[src/rtl/sram_seq_ctrl_pkg.sv]
package sram_seq_ctrl_pkg;

   typedef enum logic [2:0] {
      ST_IDLE,
      ST_RD,
      ST_WR,
      ST_WR_HOLD,
      ST_WR_PAD,
      ST_FLOAT,
      ST_RET,
      ST_RECOVER
   } ctrl_state_t;

   typedef struct packed {
      logic sel_n;
      logic sel;
      logic out_en_n;
      logic wr_n;
      logic drive;
   } strobe_t;

   // nanoseconds to whole clock cycles, rounded up
   function automatic int ns_to_cyc(input int ns, input int clk_ns);
      return (ns + clk_ns - 1) / clk_ns;
   endfunction

   function automatic int imax(input int a, input int b);
      return (a > b) ? a : b;
   endfunction

endpackage

[src/rtl/sram_cyc_timer.sv]
module sram_cyc_timer #(
   parameter int W = 4
) (
   input  logic         clk,
   input  logic         rst_n,
   input  logic         load,
   input  logic [W-1:0] load_val,
   output logic         zero
);
   logic [W-1:0] cnt;

   always_ff @(posedge clk or negedge rst_n) begin
      if (!rst_n)          cnt <= '0;
      else if (load)       cnt <= load_val;
      else if (cnt != '0)  cnt <= cnt - 1'b1;
   end

   assign zero = (cnt == '0);
endmodule

[src/rtl/sram_strobe_decode.sv]
module sram_strobe_decode
   import sram_seq_ctrl_pkg::*;
(
   input  ctrl_state_t st,
   output strobe_t     stb
);
   always_comb begin
      stb = '{sel_n: 1'b1, sel: 1'b0, out_en_n: 1'b1, wr_n: 1'b1, drive: 1'b0};
      case (st)
         ST_RD: begin
            stb.sel_n    = 1'b0;
            stb.sel      = 1'b1;
            stb.out_en_n = 1'b0;
         end
         ST_WR: begin
            stb.sel_n = 1'b0;
            stb.sel   = 1'b1;
            stb.wr_n  = 1'b0;
            stb.drive = 1'b1;
         end
         ST_WR_HOLD: begin
            stb.sel_n = 1'b0;
            stb.sel   = 1'b1;
            stb.drive = 1'b1;
         end
         default: ;
      endcase
   end
endmodule

[src/rtl/sram_rd_capture.sv]
module sram_rd_capture #(
   parameter int DATA_W = 8
) (
   input  logic              clk,
   input  logic              rst_n,
   input  logic              cap_rd,
   input  logic              wr_fin,
   input  logic [DATA_W-1:0] bus_in,
   output logic [DATA_W-1:0] rd_data,
   output logic              done
);
   always_ff @(posedge clk or negedge rst_n) begin
      if (!rst_n) begin
         rd_data <= '0;
         done    <= 1'b0;
      end else begin
         done <= cap_rd | wr_fin;
         if (cap_rd) rd_data <= bus_in;
      end
   end
endmodule

[src/rtl/sram_seq_ctrl.sv]
module sram_seq_ctrl
   import sram_seq_ctrl_pkg::*;
#(
   parameter int ADDR_W        = 18,
   parameter int DATA_W        = 8,
   parameter int CLK_PERIOD_NS = 5,
   parameter bit SLOW_GRADE    = 1'b0
) (
   input  logic              clk,
   input  logic              rst_n,
   input  logic              req_valid,
   input  logic              req_write,
   input  logic [ADDR_W-1:0] req_addr,
   input  logic [DATA_W-1:0] req_wdata,
   input  logic              ret_req,
   output logic              busy,
   output logic              done,
   output logic [DATA_W-1:0] rd_data,
   output logic              in_retention,
   output logic [ADDR_W-1:0] mem_addr,
   output logic              mem_sel_n,
   output logic              mem_sel,
   output logic              mem_out_en_n,
   output logic              mem_wr_n,
   output logic [DATA_W-1:0] mem_wdata,
   output logic              mem_drive,
   input  logic [DATA_W-1:0] mem_rdata
);
   // speed-grade limits in ns
   localparam int CYC_NS   = SLOW_GRADE ? 70 : 55;
   localparam int ACC_NS   = SLOW_GRADE ? 70 : 55;
   localparam int OEACC_NS = SLOW_GRADE ? 35 : 25;
   localparam int SELWE_NS = SLOW_GRADE ? 60 : 45;
   localparam int FLOAT_NS = SLOW_GRADE ? 25 : 20;

   localparam int RD_CYC  = ns_to_cyc(imax(CYC_NS, imax(ACC_NS, OEACC_NS)), CLK_PERIOD_NS);
   localparam int WE_CYC  = ns_to_cyc(SELWE_NS, CLK_PERIOD_NS);
   localparam int WC_CYC  = ns_to_cyc(CYC_NS, CLK_PERIOD_NS);
   localparam int FL_CYC  = imax(ns_to_cyc(FLOAT_NS, CLK_PERIOD_NS), 1);
   localparam int PAD_CYC = imax(WC_CYC - WE_CYC - 1, 1);
   localparam int RCV_CYC = ns_to_cyc(CYC_NS, CLK_PERIOD_NS);
   localparam int MAX_CYC = imax(imax(RD_CYC, WE_CYC), imax(imax(FL_CYC, PAD_CYC), RCV_CYC));
   localparam int TMR_W   = $clog2(MAX_CYC + 1);

   localparam logic [TMR_W-1:0] RD_LD  = TMR_W'(RD_CYC - 1);
   localparam logic [TMR_W-1:0] WE_LD  = TMR_W'(WE_CYC - 1);
   localparam logic [TMR_W-1:0] FL_LD  = TMR_W'(FL_CYC - 1);
   localparam logic [TMR_W-1:0] PAD_LD = TMR_W'(PAD_CYC - 1);
   localparam logic [TMR_W-1:0] RCV_LD = TMR_W'(RCV_CYC - 1);

   // elaboration-time parameter checks
   if (ADDR_W < 1 || DATA_W < 1) begin : g_bad_width
      $error("sram_seq_ctrl: ADDR_W and DATA_W must be positive");
   end
   if (CLK_PERIOD_NS < 1) begin : g_bad_clk
      $error("sram_seq_ctrl: CLK_PERIOD_NS must be at least 1");
   end
   if (MAX_CYC > 250) begin : g_bad_range
      $error("sram_seq_ctrl: cycle counts exceed the checker range");
   end

   ctrl_state_t       st, st_nxt;
   logic              tmr_load, tmr_zero;
   logic [TMR_W-1:0]  tmr_val;
   logic              cap_rd, wr_fin, accept;
   logic [ADDR_W-1:0] addr_q;
   logic [DATA_W-1:0] wdata_q;
   strobe_t           stb;

   assign accept = (st == ST_IDLE) && !ret_req && req_valid;

   always_comb begin
      st_nxt   = st;
      tmr_load = 1'b0;
      tmr_val  = '0;
      cap_rd   = 1'b0;
      wr_fin   = 1'b0;
      case (st)
         ST_IDLE: begin
            if (ret_req) begin
               st_nxt = ST_RET;
            end else if (req_valid) begin
               st_nxt   = req_write ? ST_WR : ST_RD;
               tmr_load = 1'b1;
               tmr_val  = req_write ? WE_LD : RD_LD;
            end
         end
         ST_RD: if (tmr_zero) begin
            st_nxt   = ST_FLOAT;
            tmr_load = 1'b1;
            tmr_val  = FL_LD;
            cap_rd   = 1'b1;
         end
         ST_FLOAT:   if (tmr_zero) st_nxt = ST_IDLE;
         ST_WR:      if (tmr_zero) st_nxt = ST_WR_HOLD;
         ST_WR_HOLD: begin
            st_nxt   = ST_WR_PAD;
            tmr_load = 1'b1;
            tmr_val  = PAD_LD;
            wr_fin   = 1'b1;
         end
         ST_WR_PAD:  if (tmr_zero) st_nxt = ST_IDLE;
         ST_RET: if (!ret_req) begin
            st_nxt   = ST_RECOVER;
            tmr_load = 1'b1;
            tmr_val  = RCV_LD;
         end
         ST_RECOVER: if (tmr_zero) st_nxt = ST_IDLE;
         default:    st_nxt = ST_IDLE;
      endcase
   end

   always_ff @(posedge clk or negedge rst_n) begin
      if (!rst_n) begin
         st      <= ST_IDLE;
         addr_q  <= '0;
         wdata_q <= '0;
      end else begin
         st <= st_nxt;
         if (accept) begin
            addr_q  <= req_addr;
            wdata_q <= req_wdata;
         end
      end
   end

   sram_cyc_timer #(.W(TMR_W)) u_timer (
      .clk      (clk),
      .rst_n    (rst_n),
      .load     (tmr_load),
      .load_val (tmr_val),
      .zero     (tmr_zero)
   );

   sram_strobe_decode u_decode (
      .st  (st),
      .stb (stb)
   );

   sram_rd_capture #(.DATA_W(DATA_W)) u_capture (
      .clk     (clk),
      .rst_n   (rst_n),
      .cap_rd  (cap_rd),
      .wr_fin  (wr_fin),
      .bus_in  (mem_rdata),
      .rd_data (rd_data),
      .done    (done)
   );

   assign busy         = !(st == ST_IDLE || st == ST_RET);
   assign in_retention = (st == ST_RET);
   assign mem_addr     = addr_q;
   assign mem_wdata    = wdata_q;
   assign mem_sel_n    = stb.sel_n;
   assign mem_sel      = stb.sel;
   assign mem_out_en_n = stb.out_en_n;
   assign mem_wr_n     = stb.wr_n;
   assign mem_drive    = stb.drive;
endmodule

[config.mk]
export PLATFORM = sky130hd
export DESIGN_NAME = sram_seq_ctrl
export DESIGN_NICKNAME = d
export VERILOG_FILES = /design/src/rtl/sram_seq_ctrl_pkg.sv /design/src/rtl/sram_cyc_timer.sv /design/src/rtl/sram_strobe_decode.sv /design/src/rtl/sram_rd_capture.sv /design/src/rtl/sram_seq_ctrl.sv
export SDC_FILE = /design/constraint.sdc
export NUM_CORES = 1
export LEC_CHECK = 0
export BUFFER_PORTS_ARGS = -buffer_cell sky130_fd_sc_hd__buf_2
export CORE_ASPECT_RATIO = 0.8
export CORE_MARGIN = 2
export CORE_UTILIZATION = 51
export CTS_CLUSTER_SIZE = 30
export DETAILED_ROUTE_END_ITERATION = 16
export GPL_ROUTABILITY_DRIVEN = 0
export GPL_TIMING_DRIVEN = 0
export PLACE_DENSITY = 0.86
export SYNTH_ARGS = -nofsm -noshare
export SYNTH_HDL_FRONTEND = slang
export SYNTH_SLANG_ARGS = --single-unit
[constraint.sdc]
create_clock -name clk -period 3.35 [get_ports clk]
set_input_delay 0.67 -clock clk [delete_from_list [all_inputs] [get_ports clk]]
set_output_delay 0.67 -clock clk [all_outputs]
set_load 0.05 [all_outputs]
==> flow_metrics.tcl <==
set metrics [dict create \
    yosysTopAreaCell "dfrtp_1" \
    grt_usage_pct 19.7 \
    vias 1441 \
    p_int_mw 1.37 \
    rrSetupSlack_ns 1.54 \
    routedWlPerCell_um 13.8 \
    dpl.cell_count 268 \
    tns_ns 0 \
    critPathMaxFanout 10 \
    synthTopCellsByCount "dfrtp_1, mux2_2, mux2_4, a21oi_1, nor2_1" \
    power_density_mw_per_mm2 1130 \
    fin_hold_ws_ns 0.485 \
    fp.dieW_um 72.4 \
    grt_pass1_wl_um 6360 \
    final_antenna_net_count 0 \
    ctsHoldBuffers 0 \
    grt_max_degree 43 \
    sw_frac_of_total_pct 50.8 \
    synth_area_leaders "dfrtp_1, mux2_2, mux2_4" \
    top_level_ports 81 \
    switching_power_mw 1.41 \
    synth-async-reset-ratio_pct 100 \
    yosys_warnings 0 \
    cts.sinks 42 \
    instances_no_fill 276 \
    drtIter0Drc 74 \
    syn2layout_area_growth_pct 28.7 \
    antenna_found_initial 0 \
    fin_ws_ns 1.07 \
    insertion_delay_ns 0.28 \
    htreeDepth 2 \
    crit_type "reg -> out" \
    synthesis.nets 186 \
    start_util_pct 54.3 \
    max_slew_margin_pct 41.0 \
    clockPowerShare_pct 11.9 \
    ys_ff_latch 42 \
    dp_hpwl_um 2880 \
    die-area_sq_mm 0.00425 \
    rsz0062_at_grt "no" \
    synthCells 146 \
    synth_top_area_share_pct 55.0 \
    numCtsBuffers 5 \
    finClkSkew_ns 0.00526 \
    tightest_slew_ns 0.885 \
    cts_buffer_depth 2 \
    rows 19 \
    first_pass_iters 4 \
    diodes 0 \
    clk_pin_slew_worst_paths_ns 0.08 \
    maxCapViolCount 0 \
    worstSetupEndpointType "primary output" \
    worstPathRequired_ns 2.68 \
    cp-start-kind "register" \
    maxSlewViolCount 0 \
    synth_edf_count 0 \
    hold_path_class "reg -> reg" \
    cp.arrival_ns 1.61 \
    drc_errors 0 \
    ir_drop_uv 660 \
    wirelength_um 3820 \
    finalHoldViolations 0 \
    p_seq_share_pct 30.6 \
    yosysMostFrequentCell "dfrtp_1" \
    synth_area_sq_mm 0.00191 \
    period_share_pct 68.0 \
    grt_overflow 0 \
    setup_viol 0 \
    core-area_sq_mm 0.00352 \
    grt_pass1_vias 1492 \
    die_h_um 58.7 \
    p_comb_share_pct 57.5 \
    port_buffers 80 \
    nets 273 \
    avgSynthCellArea_sq_um 13.1 \
    fin_util_pct 69.8 \
    fin_crit_ns 2.28 \
    leakage_nw 1.28 \
    outcome "finished clean" \
    post_cts_resized 0 \
    fmaxAchievable_mhz 439 \
    synth.distinct_cells 37 \
    cts_tree "yes" \
    drive_above_1_share_pct 57.3 \
    synth_flop_cell "dfrtp_1" \
    ys_seq_area_share_pct 55.0 \
    dp_slack_ns 1.38 \
    cts-root-buf "clkbuf_8" \
    post_cts_buffers 0 \
    vias_per_cell 5.22 \
]
-- cell type report --
cell class | instances | area (sq um)
repair buffers | 80 | 400
multi-input cells | 91 | 781
clock buffers | 6 | 82.6
fillers | 280 | 1060
inverters | 5 | 18.8
well taps | 42 | 52.6
flip-flops and latches | 42 | 1050
plain buffers | 8 | 58.8
clock inverters | 2 | 12.5
-- cell families after synthesis --
| logic type | count (synthesis) | share of synthesized area, % |
|---|---|---|
| muxes | 34 | 21.6 |
| xor gates and xnor gates | 1 | 0.459 |
| DFF | 42 | 55.0 |
| AOI/OAI and AO/OA | 23 | 8.19 |
| buffers and inverters | 13 | 4.06 |
| adders and majority gates | 1 | 0.655 |
| and+or+nand+nor | 32 | 9.96 |
-- flip-flops by register name, summed over array words and instances (netlist names) --
signal,count
st,3
u_capture.rd_data,8
u_capture.done,1
mem_addr,18
mem_wdata,8
u_timer.cnt,4
-- layer usage --
layer	global-route usage (%)	wire (um)	up-vias	share of wire, %
met1	25.3	1650	683	43
li1	-	-	690	-
met4	5.56	15	0	0.39
met2	31.7	1770	66	46
met3	7.53	385	2	10
met5	0	0	-	0
-- critical path, stage by stage (launching register included) --
cell and delay [ns]:
dfrtp_1 0.37, buf_4 0.16, clkbuf_1 0.20, or3_1 0.37
buf_2 0.21
-- per-stage QoR --
step	power (mW)	cell area [sq um]
after global placement	2.42	2360
after CTS	2.79	2460
final	2.77	2460
after global routing	2.94	2460
after detailed placement	2.46	2360
after floorplan	2.10	1910
-- power by group through the flow --
stage | sequential (mW) | clock (mW) | combinational [mW]
floorplan | 1.49 | 0 | 0.614
global placement | 0.845 | 0 | 1.58
detailed placement | 0.858 | 0 | 1.60
CTS | 0.850 | 0.340 | 1.60
global route | 0.876 | 0.363 | 1.70
finish | 0.848 | 0.330 | 1.60
-- cells in the final DEF (no fill, tap or decap), types with 2 or more instances in the layout --
cell | Yosys | final
a21oi_1 | 6 | 6
nand2b_1 | 2 | 2
nand2_1 | 5 | 5
inv_1 | 5 | 5
nor3_1 | 2 | 2
buf_2 | 2 | 82
a21boi_0 | 2 | 2
mux2_2 | 26 | 26
nand3_2 | 2 | 2
nor2_1 | 6 | 6
nor2b_1 | 3 | 3
dfrtp_1 | 42 | 42
or3_1 | 2 | 2
o31ai_1 | 2 | 2
a22oi_1 | 3 | 3
mux2_4 | 8 | 8
clkbuf_8 | 0 | 6
nand3_1 | 2 | 2
clkbuf_1 | 2 | 2
o21ai_0 | 4 | 4
buf_6 | 3 | 3
-- path summary, 6_finish.rpt --
path	from	end	cells past startpoint
setup reg to reg	u_timer.cnt[0]	u_capture.rd_data[0]	5
max in group asynchronous	rst_n	u_capture.rd_data[5]	1
hold reg to reg	u_timer.cnt[0]	u_timer.cnt[0]	1
hold / removal	u_timer.cnt[0]	u_timer.cnt[0]	1
min in group asynchronous	rst_n	u_timer.cnt[1]	1
setup / recovery	st[0]	mem_wr_n	4
Note: power is estimated with default switching activity, not from simulation.
